$ cat src/rtl/gpio_unit_pkg.sv
package gpio_unit_pkg;

  typedef enum logic [1:0] {
    TRIG_LOW  = 2'b00,
    TRIG_HIGH = 2'b01,
    TRIG_RISE = 2'b10,
    TRIG_FALL = 2'b11
  } trig_e;

  localparam logic [1:0] MODE_IN  = 2'b00;
  localparam logic [1:0] MODE_OUT = 2'b01;

  localparam int unsigned PINS_PER_FIELD_REG = 8;

endpackage

$ cat src/rtl/gpio_sync.sv
module gpio_sync #(
  parameter int unsigned W = 32
) (
  input  logic         clk_i,
  input  logic         rst_ni,
  input  logic [W-1:0] d_i,
  output logic [W-1:0] q_o
);

  logic [W-1:0] meta_q, stab_q;

  always_ff @(posedge clk_i or negedge rst_ni) begin
    if (!rst_ni) begin
      meta_q <= '0;
      stab_q <= '0;
    end else begin
      meta_q <= d_i;
      stab_q <= meta_q;
    end
  end

  assign q_o = stab_q;

endmodule

$ cat src/rtl/gpio_event_detect.sv
module gpio_event_detect
  import gpio_unit_pkg::*;
#(
  parameter int unsigned N = 16
) (
  input  logic           clk_i,
  input  logic           rst_ni,
  input  logic [N-1:0]   smp_i,
  input  logic [2*N-1:0] trig_i,
  input  logic [N-1:0]   clr_i,
  output logic [N-1:0]   status_o
);

  logic [N-1:0] prev_q, hit, status_q;

  always_ff @(posedge clk_i or negedge rst_ni) begin
    if (!rst_ni) prev_q <= '0;
    else         prev_q <= smp_i;
  end

  always_comb begin
    for (int n = 0; n < N; n++) begin
      unique case (trig_e'(trig_i[2*n +: 2]))
        TRIG_LOW:  hit[n] = ~smp_i[n];
        TRIG_HIGH: hit[n] =  smp_i[n];
        TRIG_RISE: hit[n] =  smp_i[n] & ~prev_q[n];
        default:   hit[n] = ~smp_i[n] &  prev_q[n];
      endcase
    end
  end

  // event wins over a simultaneous clear
  always_ff @(posedge clk_i or negedge rst_ni) begin
    if (!rst_ni) status_q <= '0;
    else         status_q <= (status_q & ~clr_i) | hit;
  end

  assign status_o = status_q;

  for (genvar n = 0; n < N; n++) begin : g_chk
    assert_w1c_only_R7: assert property (@(posedge clk_i) disable iff (!rst_ni)
      $fell(status_q[n]) |-> $past(clr_i[n]));
    assert_event_kept_R8: assert property (@(posedge clk_i) disable iff (!rst_ni)
      hit[n] |=> status_q[n]);
    assert_edge_sticky_R6: assert property (@(posedge clk_i) disable iff (!rst_ni)
      (trig_i[2*n+1] && status_q[n] && !clr_i[n]) |=> status_q[n]);
  end

endmodule

$ cat src/rtl/gpio_regfile.sv
module gpio_regfile
  import gpio_unit_pkg::*;
#(
  parameter int unsigned NUM_PINS = 32,
  parameter int unsigned NUM_IRQ  = 16,
  parameter int unsigned DW       = 16,
  parameter int unsigned AW       = 4
) (
  input  logic                 clk_i,
  input  logic                 rst_ni,
  input  logic [AW-1:0]        addr_i,
  input  logic                 we_i,
  input  logic [DW-1:0]        wdata_i,
  output logic [DW-1:0]        rdata_o,
  input  logic [NUM_PINS-1:0]  smp_i,
  input  logic [NUM_IRQ-1:0]   status_i,
  output logic [NUM_PINS-1:0]  out_o,
  output logic [NUM_PINS-1:0]  oe_o,
  output logic [2*NUM_IRQ-1:0] trig_o,
  output logic [NUM_IRQ-1:0]   mask_o,
  output logic [NUM_IRQ-1:0]   en_o,
  output logic [NUM_IRQ-1:0]   clr_o
);

  localparam int unsigned DATA_REGS = NUM_PINS / DW;
  localparam int unsigned MODE_REGS = 2 * NUM_PINS / DW;
  localparam int unsigned TRIG_REGS = 2 * NUM_IRQ / DW;
  localparam int unsigned DATA_BASE = 0;
  localparam int unsigned MODE_BASE = DATA_BASE + DATA_REGS;
  localparam int unsigned TRIG_BASE = MODE_BASE + MODE_REGS;
  localparam int unsigned STAT_ADDR = TRIG_BASE + TRIG_REGS;
  localparam int unsigned MASK_ADDR = STAT_ADDR + 1;
  localparam int unsigned EN_ADDR   = STAT_ADDR + 2;

  logic [NUM_PINS-1:0]   data_q;
  logic [2*NUM_PINS-1:0] mode_q;
  logic [2*NUM_IRQ-1:0]  trig_q;  // stored in pin order
  logic [NUM_IRQ-1:0]    mask_q, en_q;
  logic [NUM_PINS-1:0]   pin_view;

  always_ff @(posedge clk_i or negedge rst_ni) begin
    if (!rst_ni) begin
      data_q <= '0;
      mode_q <= '0;
      trig_q <= '0;
      mask_q <= '0;
      en_q   <= '0;
    end else if (we_i) begin
      for (int i = 0; i < DATA_REGS; i++)
        if (addr_i == AW'(DATA_BASE + i)) data_q[i*DW +: DW] <= wdata_i;
      for (int i = 0; i < MODE_REGS; i++)
        if (addr_i == AW'(MODE_BASE + i)) mode_q[i*DW +: DW] <= wdata_i;
      // lowest pin group sits in the highest trigger halfword
      for (int g = 0; g < TRIG_REGS; g++)
        if (addr_i == AW'(TRIG_BASE + TRIG_REGS - 1 - g)) trig_q[g*DW +: DW] <= wdata_i;
      if (addr_i == AW'(MASK_ADDR)) mask_q <= wdata_i[NUM_IRQ-1:0];
      if (addr_i == AW'(EN_ADDR))   en_q   <= wdata_i[NUM_IRQ-1:0];
    end
  end

  for (genvar n = 0; n < NUM_PINS; n++) begin : g_pin
    assign oe_o[n]     = (mode_q[2*n +: 2] == MODE_OUT);
    assign pin_view[n] = oe_o[n] ? data_q[n] : smp_i[n];
  end

  always_comb begin
    rdata_o = '0;
    for (int i = 0; i < DATA_REGS; i++)
      if (addr_i == AW'(DATA_BASE + i)) rdata_o = pin_view[i*DW +: DW];
    for (int i = 0; i < MODE_REGS; i++)
      if (addr_i == AW'(MODE_BASE + i)) rdata_o = mode_q[i*DW +: DW];
    for (int g = 0; g < TRIG_REGS; g++)
      if (addr_i == AW'(TRIG_BASE + TRIG_REGS - 1 - g)) rdata_o = trig_q[g*DW +: DW];
    if (addr_i == AW'(STAT_ADDR)) rdata_o = DW'(status_i);
    if (addr_i == AW'(MASK_ADDR)) rdata_o = DW'(mask_q);
    if (addr_i == AW'(EN_ADDR))   rdata_o = DW'(en_q);
  end

  assign clr_o  = (we_i && addr_i == AW'(STAT_ADDR)) ? wdata_i[NUM_IRQ-1:0] : '0;
  assign out_o  = data_q;
  assign trig_o = trig_q;
  assign mask_o = mask_q;
  assign en_o   = en_q;

  assert_drive_mode_R3: assert property (@(posedge clk_i) disable iff (!rst_ni)
    (we_i && addr_i == AW'(MODE_BASE) && wdata_i[1:0] == MODE_IN) |=> !oe_o[0]);

endmodule

$ cat src/rtl/gpio_irq_unit.sv
module gpio_irq_unit #(
  parameter int unsigned NUM_PINS = 32,
  parameter int unsigned NUM_IRQ  = 16,
  parameter int unsigned DW       = 16,
  parameter int unsigned AW       = 4
) (
  input  logic                clk_i,
  input  logic                rst_ni,
  input  logic [AW-1:0]       addr_i,
  input  logic                we_i,
  input  logic [DW-1:0]       wdata_i,
  output logic [DW-1:0]       rdata_o,
  input  logic [NUM_PINS-1:0] pin_i,
  output logic [NUM_PINS-1:0] pin_o,
  output logic [NUM_PINS-1:0] pin_oe_o,
  output logic                irq_o
);

  logic [NUM_PINS-1:0]  smp;
  logic [2*NUM_IRQ-1:0] trig;
  logic [NUM_IRQ-1:0]   status, mask, en, clr;
  logic                 irq_q;

  gpio_sync #(.W(NUM_PINS)) u_sync (
    .clk_i (clk_i),
    .rst_ni(rst_ni),
    .d_i   (pin_i),
    .q_o   (smp)
  );

  gpio_event_detect #(.N(NUM_IRQ)) u_det (
    .clk_i   (clk_i),
    .rst_ni  (rst_ni),
    .smp_i   (smp[NUM_IRQ-1:0]),
    .trig_i  (trig),
    .clr_i   (clr),
    .status_o(status)
  );

  gpio_regfile #(
    .NUM_PINS(NUM_PINS),
    .NUM_IRQ (NUM_IRQ),
    .DW      (DW),
    .AW      (AW)
  ) u_regs (
    .clk_i   (clk_i),
    .rst_ni  (rst_ni),
    .addr_i  (addr_i),
    .we_i    (we_i),
    .wdata_i (wdata_i),
    .rdata_o (rdata_o),
    .smp_i   (smp),
    .status_i(status),
    .out_o   (pin_o),
    .oe_o    (pin_oe_o),
    .trig_o  (trig),
    .mask_o  (mask),
    .en_o    (en),
    .clr_o   (clr)
  );

  always_ff @(posedge clk_i or negedge rst_ni) begin
    if (!rst_ni) irq_q <= 1'b0;
    else         irq_q <= |(status & ~mask & en);
  end

  assign irq_o = irq_q;

  assert_irq_gated_R9: assert property (@(posedge clk_i) disable iff (!rst_ni)
    ((~mask & en) == '0) |=> !irq_o);
  assert_irq_idle_R9: assert property (@(posedge clk_i) disable iff (!rst_ni)
    (status == '0) |=> !irq_o);
  assert_reset_quiet_R1: assert property (@(posedge clk_i)
    !rst_ni |-> (!irq_o && pin_oe_o == '0));

endmodule

$ cat config.mk
export PLATFORM = sky130hd
export DESIGN_NAME = gpio_irq_unit
export DESIGN_NICKNAME = d
export VERILOG_FILES = /design/src/rtl/gpio_unit_pkg.sv /design/src/rtl/gpio_sync.sv /design/src/rtl/gpio_event_detect.sv /design/src/rtl/gpio_regfile.sv /design/src/rtl/gpio_irq_unit.sv
export SDC_FILE = /design/constraint.sdc
export NUM_CORES = 1
export LEC_CHECK = 0
export BUFFER_PORTS_ARGS = -buffer_cell sky130_fd_sc_hd__buf_2
export CAP_MARGIN = 5
export CORE_MARGIN = 10
export CORE_UTILIZATION = 55
export DETAILED_ROUTE_END_ITERATION = 7
export PLACE_DENSITY = 0.76
export SLEW_MARGIN = 15
export SYNTH_ARGS = -nofsm -noshare
export SYNTH_HDL_FRONTEND = slang
export SYNTH_HIERARCHICAL = 1
export SYNTH_SLANG_ARGS = --single-unit
$ cat constraint.sdc
create_clock -name clk_i -period 1.6 [get_ports clk_i]
set_input_delay 0.16 -clock clk_i [delete_from_list [all_inputs] [get_ports clk_i]]
set_output_delay 0.16 -clock clk_i [all_outputs]
set_load 0.01 [all_outputs]
# Word-level counts from Yosys, hierarchy flattened
# Cells that the tools add are included.
# op_classes
eq_ne	74
muxes	60
bitwise_logic	70
n_reduce_logical	29
# op_table
operator	count
16-bit 2-to-1 mux	12
2-bit by 1-bit equality test with 1-bit output (second input constant)	48
16-bit bitwise AND	3
1-bit one-hot mux with 3 select lines	16
1-bit bitwise AND	32
2-bit equality test (second input constant)	16
2-bit zero test	16
1-bit 2-to-1 mux	32
1-bit NOT	32
16-bit NOT	2
2-bit AND reduction	10
4-bit by 3-bit equality test with 1-bit output (second input constant)	4
16-bit bitwise OR	1
16-bit OR reduction	1
4-bit equality test (second input constant)	3
4-bit by 2-bit equality test with 1-bit output (second input constant)	2
4-bit by 1-bit equality test with 1-bit output (second input constant)	1
4-bit zero test	1
1-bit logical AND	1
# word_totals
regBits	257
in_bits	55
output_inout_bits	81
elab_cells	248

# Longest topological paths before layout
# depth
depth_word	13
mapped_depth	8
depth_no_buf	5

# By module
# Netlist, hierarchy kept.
# modules_own_cells
mod	n_inst	cells_each	area_per_inst_um2	seq_area_each_um2
gpio_regfile	1	756	8572.0	4003.8
gpio_sync	1	64	1601.5	1601.5
gpio_event_detect	1	130	1486.4	800.8
gpio_irq_unit	1	22	177.7	25.0

# Worst setup path after synthesis
# Ideal clock, no wire load.
# synth_path
path_kind	input-to-output
from	in addr_i[3]
to	out rdata_o[6]
arrival_ps	1414
required_time_ps	1440
path_slack_ps	26
path_stages	8
n_path_buf	3
cell_sequence	buf_6 or3b_1 buf_2 buf_6 o22a_1 o221ai_2 a21oi_2 o21ai_2
# synth_via
elab_chain_len	12
word_cells_on_any_way	22
classes_between	eq/ne (10); mux (11); reduce/logical (1)
# synth_rtl
item	line	text
start: declaration	gpio_irq_unit.sv:9	input logic [AW-1:0] addr_i,
4-bit zero test	gpio_regfile.sv:69	if (addr_i == AW'(DATA_BASE + i)) rdata_o = pin_view[i*DW +: DW];
16-bit 2-to-1 mux (2 in a row)	gpio_regfile.sv:69	
16-bit 2-to-1 mux (4 in a row)	gpio_regfile.sv:71	if (addr_i == AW'(MODE_BASE + i)) rdata_o = mode_q[i*DW +: DW];
16-bit 2-to-1 mux (2 in a row)	gpio_regfile.sv:73	if (addr_i == AW'(TRIG_BASE + TRIG_REGS - 1 - g)) rdata_o = trig_q[g*DW +: DW];
16-bit 2-to-1 mux	gpio_regfile.sv:74	if (addr_i == AW'(STAT_ADDR)) rdata_o = DW'(status_i);
16-bit 2-to-1 mux	gpio_regfile.sv:75	if (addr_i == AW'(MASK_ADDR)) rdata_o = DW'(mask_q);
16-bit 2-to-1 mux *	gpio_regfile.sv:76	if (addr_i == AW'(EN_ADDR)) rdata_o = DW'(en_q);
end: declaration	gpio_irq_unit.sv:12	output logic [DW-1:0] rdata_o,
# Every way passes the cells marked *; elsewhere a longest branch is shown, timed or not.

# Final worst setup path
# layout_path
from	reg u_regs.mode_q[9]
to	out rdata_o[4]
# layout_via
elab_chain_len	13
# layout_rtl
item	line	text
start: declaration	gpio_regfile.sv:36	logic [2*NUM_PINS-1:0] mode_q;
start signal: indexed assignment	gpio_regfile.sv:52	if (addr_i == AW'(MODE_BASE + i)) mode_q[i*DW +: DW] <= wdata_i;
2-bit by 1-bit equality test with 1-bit output	gpio_regfile.sv:62	assign oe_o[n] = (mode_q[2*n +: 2] == MODE_OUT);
1-bit 2-to-1 mux	gpio_regfile.sv:63	assign pin_view[n] = oe_o[n] ? data_q[n] : smp_i[n];
16-bit 2-to-1 mux (2 in a row)	gpio_regfile.sv:69	
16-bit 2-to-1 mux (4 in a row)	gpio_regfile.sv:71	
16-bit 2-to-1 mux (2 in a row)	gpio_regfile.sv:73	
16-bit 2-to-1 mux	gpio_regfile.sv:74	
16-bit 2-to-1 mux	gpio_regfile.sv:75	
16-bit 2-to-1 mux	gpio_regfile.sv:76	
# No other way between the ends.

==> flow_summary.toml <==
[route]
wl_per_cell_um = 23.3
wl_um = 37300
drt_iter0_drc = 1008
viasPerCell = 5.96
drt_pass1_iterations = 5
ant_nets = 0
drc = 0
vias = 9519

[synthesis]
synth_nets = 1027
synth_edf_count = 0
synth_most_common_cell = "dfrtp_1"
synth_common_cells = "dfrtp_1 (257), mux2_2 (141), o21ai_0 (51)"
synth_async_sr_flop_share = 1.00
netlist_area_sq_um = 11800
yosys.area.top_type = "dfrtp_1"
synth.top_cell.area_share = 0.543
yosysSeqAreaShare = 0.543
ys.flop_type = "dfrtp_1"
ys_ff_latch = 257
syn_area_per_cell_sq_um = 12.2
yosysWarnings = 6
yosysUniqueCellTypes = 46
synthCells = 972
synthTopCellsByArea = "dfrtp_1 (54%), mux2_2 (13%), mux2i_1 (3.9%)"

[sta]
hold_viol = 0
min_period_over_period = 1.39
setup_ws_ps = -621
relSlewSlack = 0.715
tightestPinTransition_ps = 428
setup_viol = 19
rsz0062_at_grt = "yes"
fmax_ghz = 0.450
fin_worst_skew_ps = 8.62
drv_slew = 0
finalCriticalPeriod_ps = 2220

[worst_setup_path]
rr_worst_depth = 3
crit_fanout = 2
crit_type = "flop to primary output"
startpoint_type = "flop"
critPathLaunch = "u_regs/mode_q[9]$_DFFE_PN0P_"
r2r_slack_ps = 240
reg2reg_to = "irq_o$_DFF_PN0_"
end_kind = "primary output"
arrival_ps = 2060
crit_required_ps = 1440
crit_end = "rdata_o[4]"
r2r-start = "u_det/status_o[6]$_DFF_PN0_"

[cts]
cts-root-buf = "clkbuf_16"
clkSlewWorstSetupHoldPaths_ps = 60
clock_path_buffers = 3
clock_latency_ps = 540
clock-sinks = 257
cts_tree = "done"
htree_levels = 1
cts_buffers = 28

[global_routing]
grt_max_degree = 74
first_global_vias = 9778
gr-total-overflow = 0
antenna_found_initial = 3
grtUsageTotal = 0.255
grt_first_pass_wirelength_um = 57000

[floorplanning]
fp.dieH_um = 167
dieArea_sq_um = 27800
std_cell_rows = 53
core_area_sq_um = 21100
initial_core_util = 0.561
io_pins = 136
dieWidth_um = 167

[place]
post-place-ws_ps = -262
dp_hpwl_um = 25600
port_buffers = 135
routabilityCongestion = 0.922
dp_cells = 1491

[cells_and_area]
nNetsFinal = 1352
area_delta_synth_final_pct = 36.5
fin_cells = 1596
drive_above_1_share = 0.469
fill_cells = 1299
multiInputGateArea_sq_um = 5350
seq_area_sq_um = 6430

[status]
status = "finished, violations left"
violations = "negative setup slack"

[worst_hold_path]
whs_path_depth = 3
hold_path_class = "input port to flop"

[power]
powerDensity_nw_per_um2 = 1310
peakVddDrop_v = 0.00105
leakagePower_nw = 7.48

[run]
maxCapViolCount = 0
## metal layers
layer / global-route usage / routed length [um] / share of wire
met1: 0.344 / 15400 / 0.41
met2: 0.421 / 17900 / 0.48
met3: 0.0419 / 3050 / 0.082
met4: 0.0661 / 923 / 0.025
met5: 0 / 0 / 0
## worst max-delay path: stages, from the launching register on
cell and delay (ps):
dfrtp_1 410, nor2b_4 150, mux2i_2 320, o221ai_2 140
a21oi_1 150, buf_4 150, o21ai_2 50, buf_2 150
## state kept, by name (all words and copies together), names as in the netlist
register	count
irq_o	1
u_det/prev_q	16
u_det/status_o	16
u_regs/en_o	16
u_regs/mask_o	16
u_regs/mode_q	64
u_regs/out_o	32
u_regs/trig_o	32
u_sync/meta_q	32
u_sync/q_o	32
## power breakdown
part | leakage, nW | internal [W] | switching [W]
Sequential | 3.04 | 0.00757 | 0.00102
Combinational | 3.93 | 0.00306 | 0.00236
Clock | 0.507 | 0.00440 | 0.00267
## cell families after synthesis
family,Yosys count,share of synthesized area
compound gates,188,0.105
xor+xnor,15,0.0111
buf+inv,94,0.0377
flops,257,0.543
mux,203,0.191
simple gates,215,0.111
## repair_timing
item | 4_1_cts | 5_1_grt
setup endpoints to repair | 27 | 30
buffers inserted | 16 | 9
endpoints found under the hold margin | 293 | 0
pin swaps | 26 | 17
resized for setup | 79 | 57
hold buffers | 37 | 0
cloned | 0 | 0
## stage by stage
| step | power [W] | instance area [sq um] | utilization | setup TNS (ps) | hold WS [ps] |
|---|---|---|---|---|---|
| final | 0.0211 | 16200 | 0.766 | -8990 | 19.7 |
| after detailed placement | 0.0131 | 14100 | 0.668 | -7610 | 36.4 |
| after floorplan | 0.0106 | 11800 | - | 0 | -136 |
| after global routing | 0.0219 | 16200 | 0.766 | -9980 | 15.7 |
| after CTS | 0.0207 | 15900 | 0.753 | -8760 | 7.11 |
| after global placement | 0.0130 | 14100 | 0.668 | -5910 | 41.4 |
## cells in the final DEF, fill, tap and decap left out, types with 29 or more instances in the layout
master and count:
nand2_1 30, buf_2 115, dlygate4sd3_1 37, mux2_2 141, clkbuf_16 29, mux2i_1 34
o21ai_0 49, buf_6 36, dfrtp_1 257, buf_4 155
## final cells by class
type / count / share of cell area
clock buffer: 35 / 0.0482
tap: 275 / 0.0213
sequential: 257 / 0.398
multi-input combinational: 621 / 0.331
antenna: 2 / 0.000310
timing repair buffer: 363 / 0.180
clock inverter: 17 / 0.0147
inverter: 26 / 0.00604
## worst min path at each step
| stage | from | to | slack, ps |
|---|---|---|---|
| after floorplan | rst_ni | irq_o$_DFF_PN0_ | -140 |
| after global placement | rst_ni | u_det/status_o[0]$_DFF_PN0_ | 40 |
| after detailed placement | rst_ni | u_det/status_o[0]$_DFF_PN0_ | 40 |
| after CTS | wdata_i[6] | u_regs/mode_q[54]$_DFFE_PN0P_ | 7 |
| after global routing | wdata_i[6] | u_regs/mode_q[54]$_DFFE_PN0P_ | 20 |
| final | wdata_i[6] | u_regs/mode_q[54]$_DFFE_PN0P_ | 20 |
(Power assumes the default switching activity.)
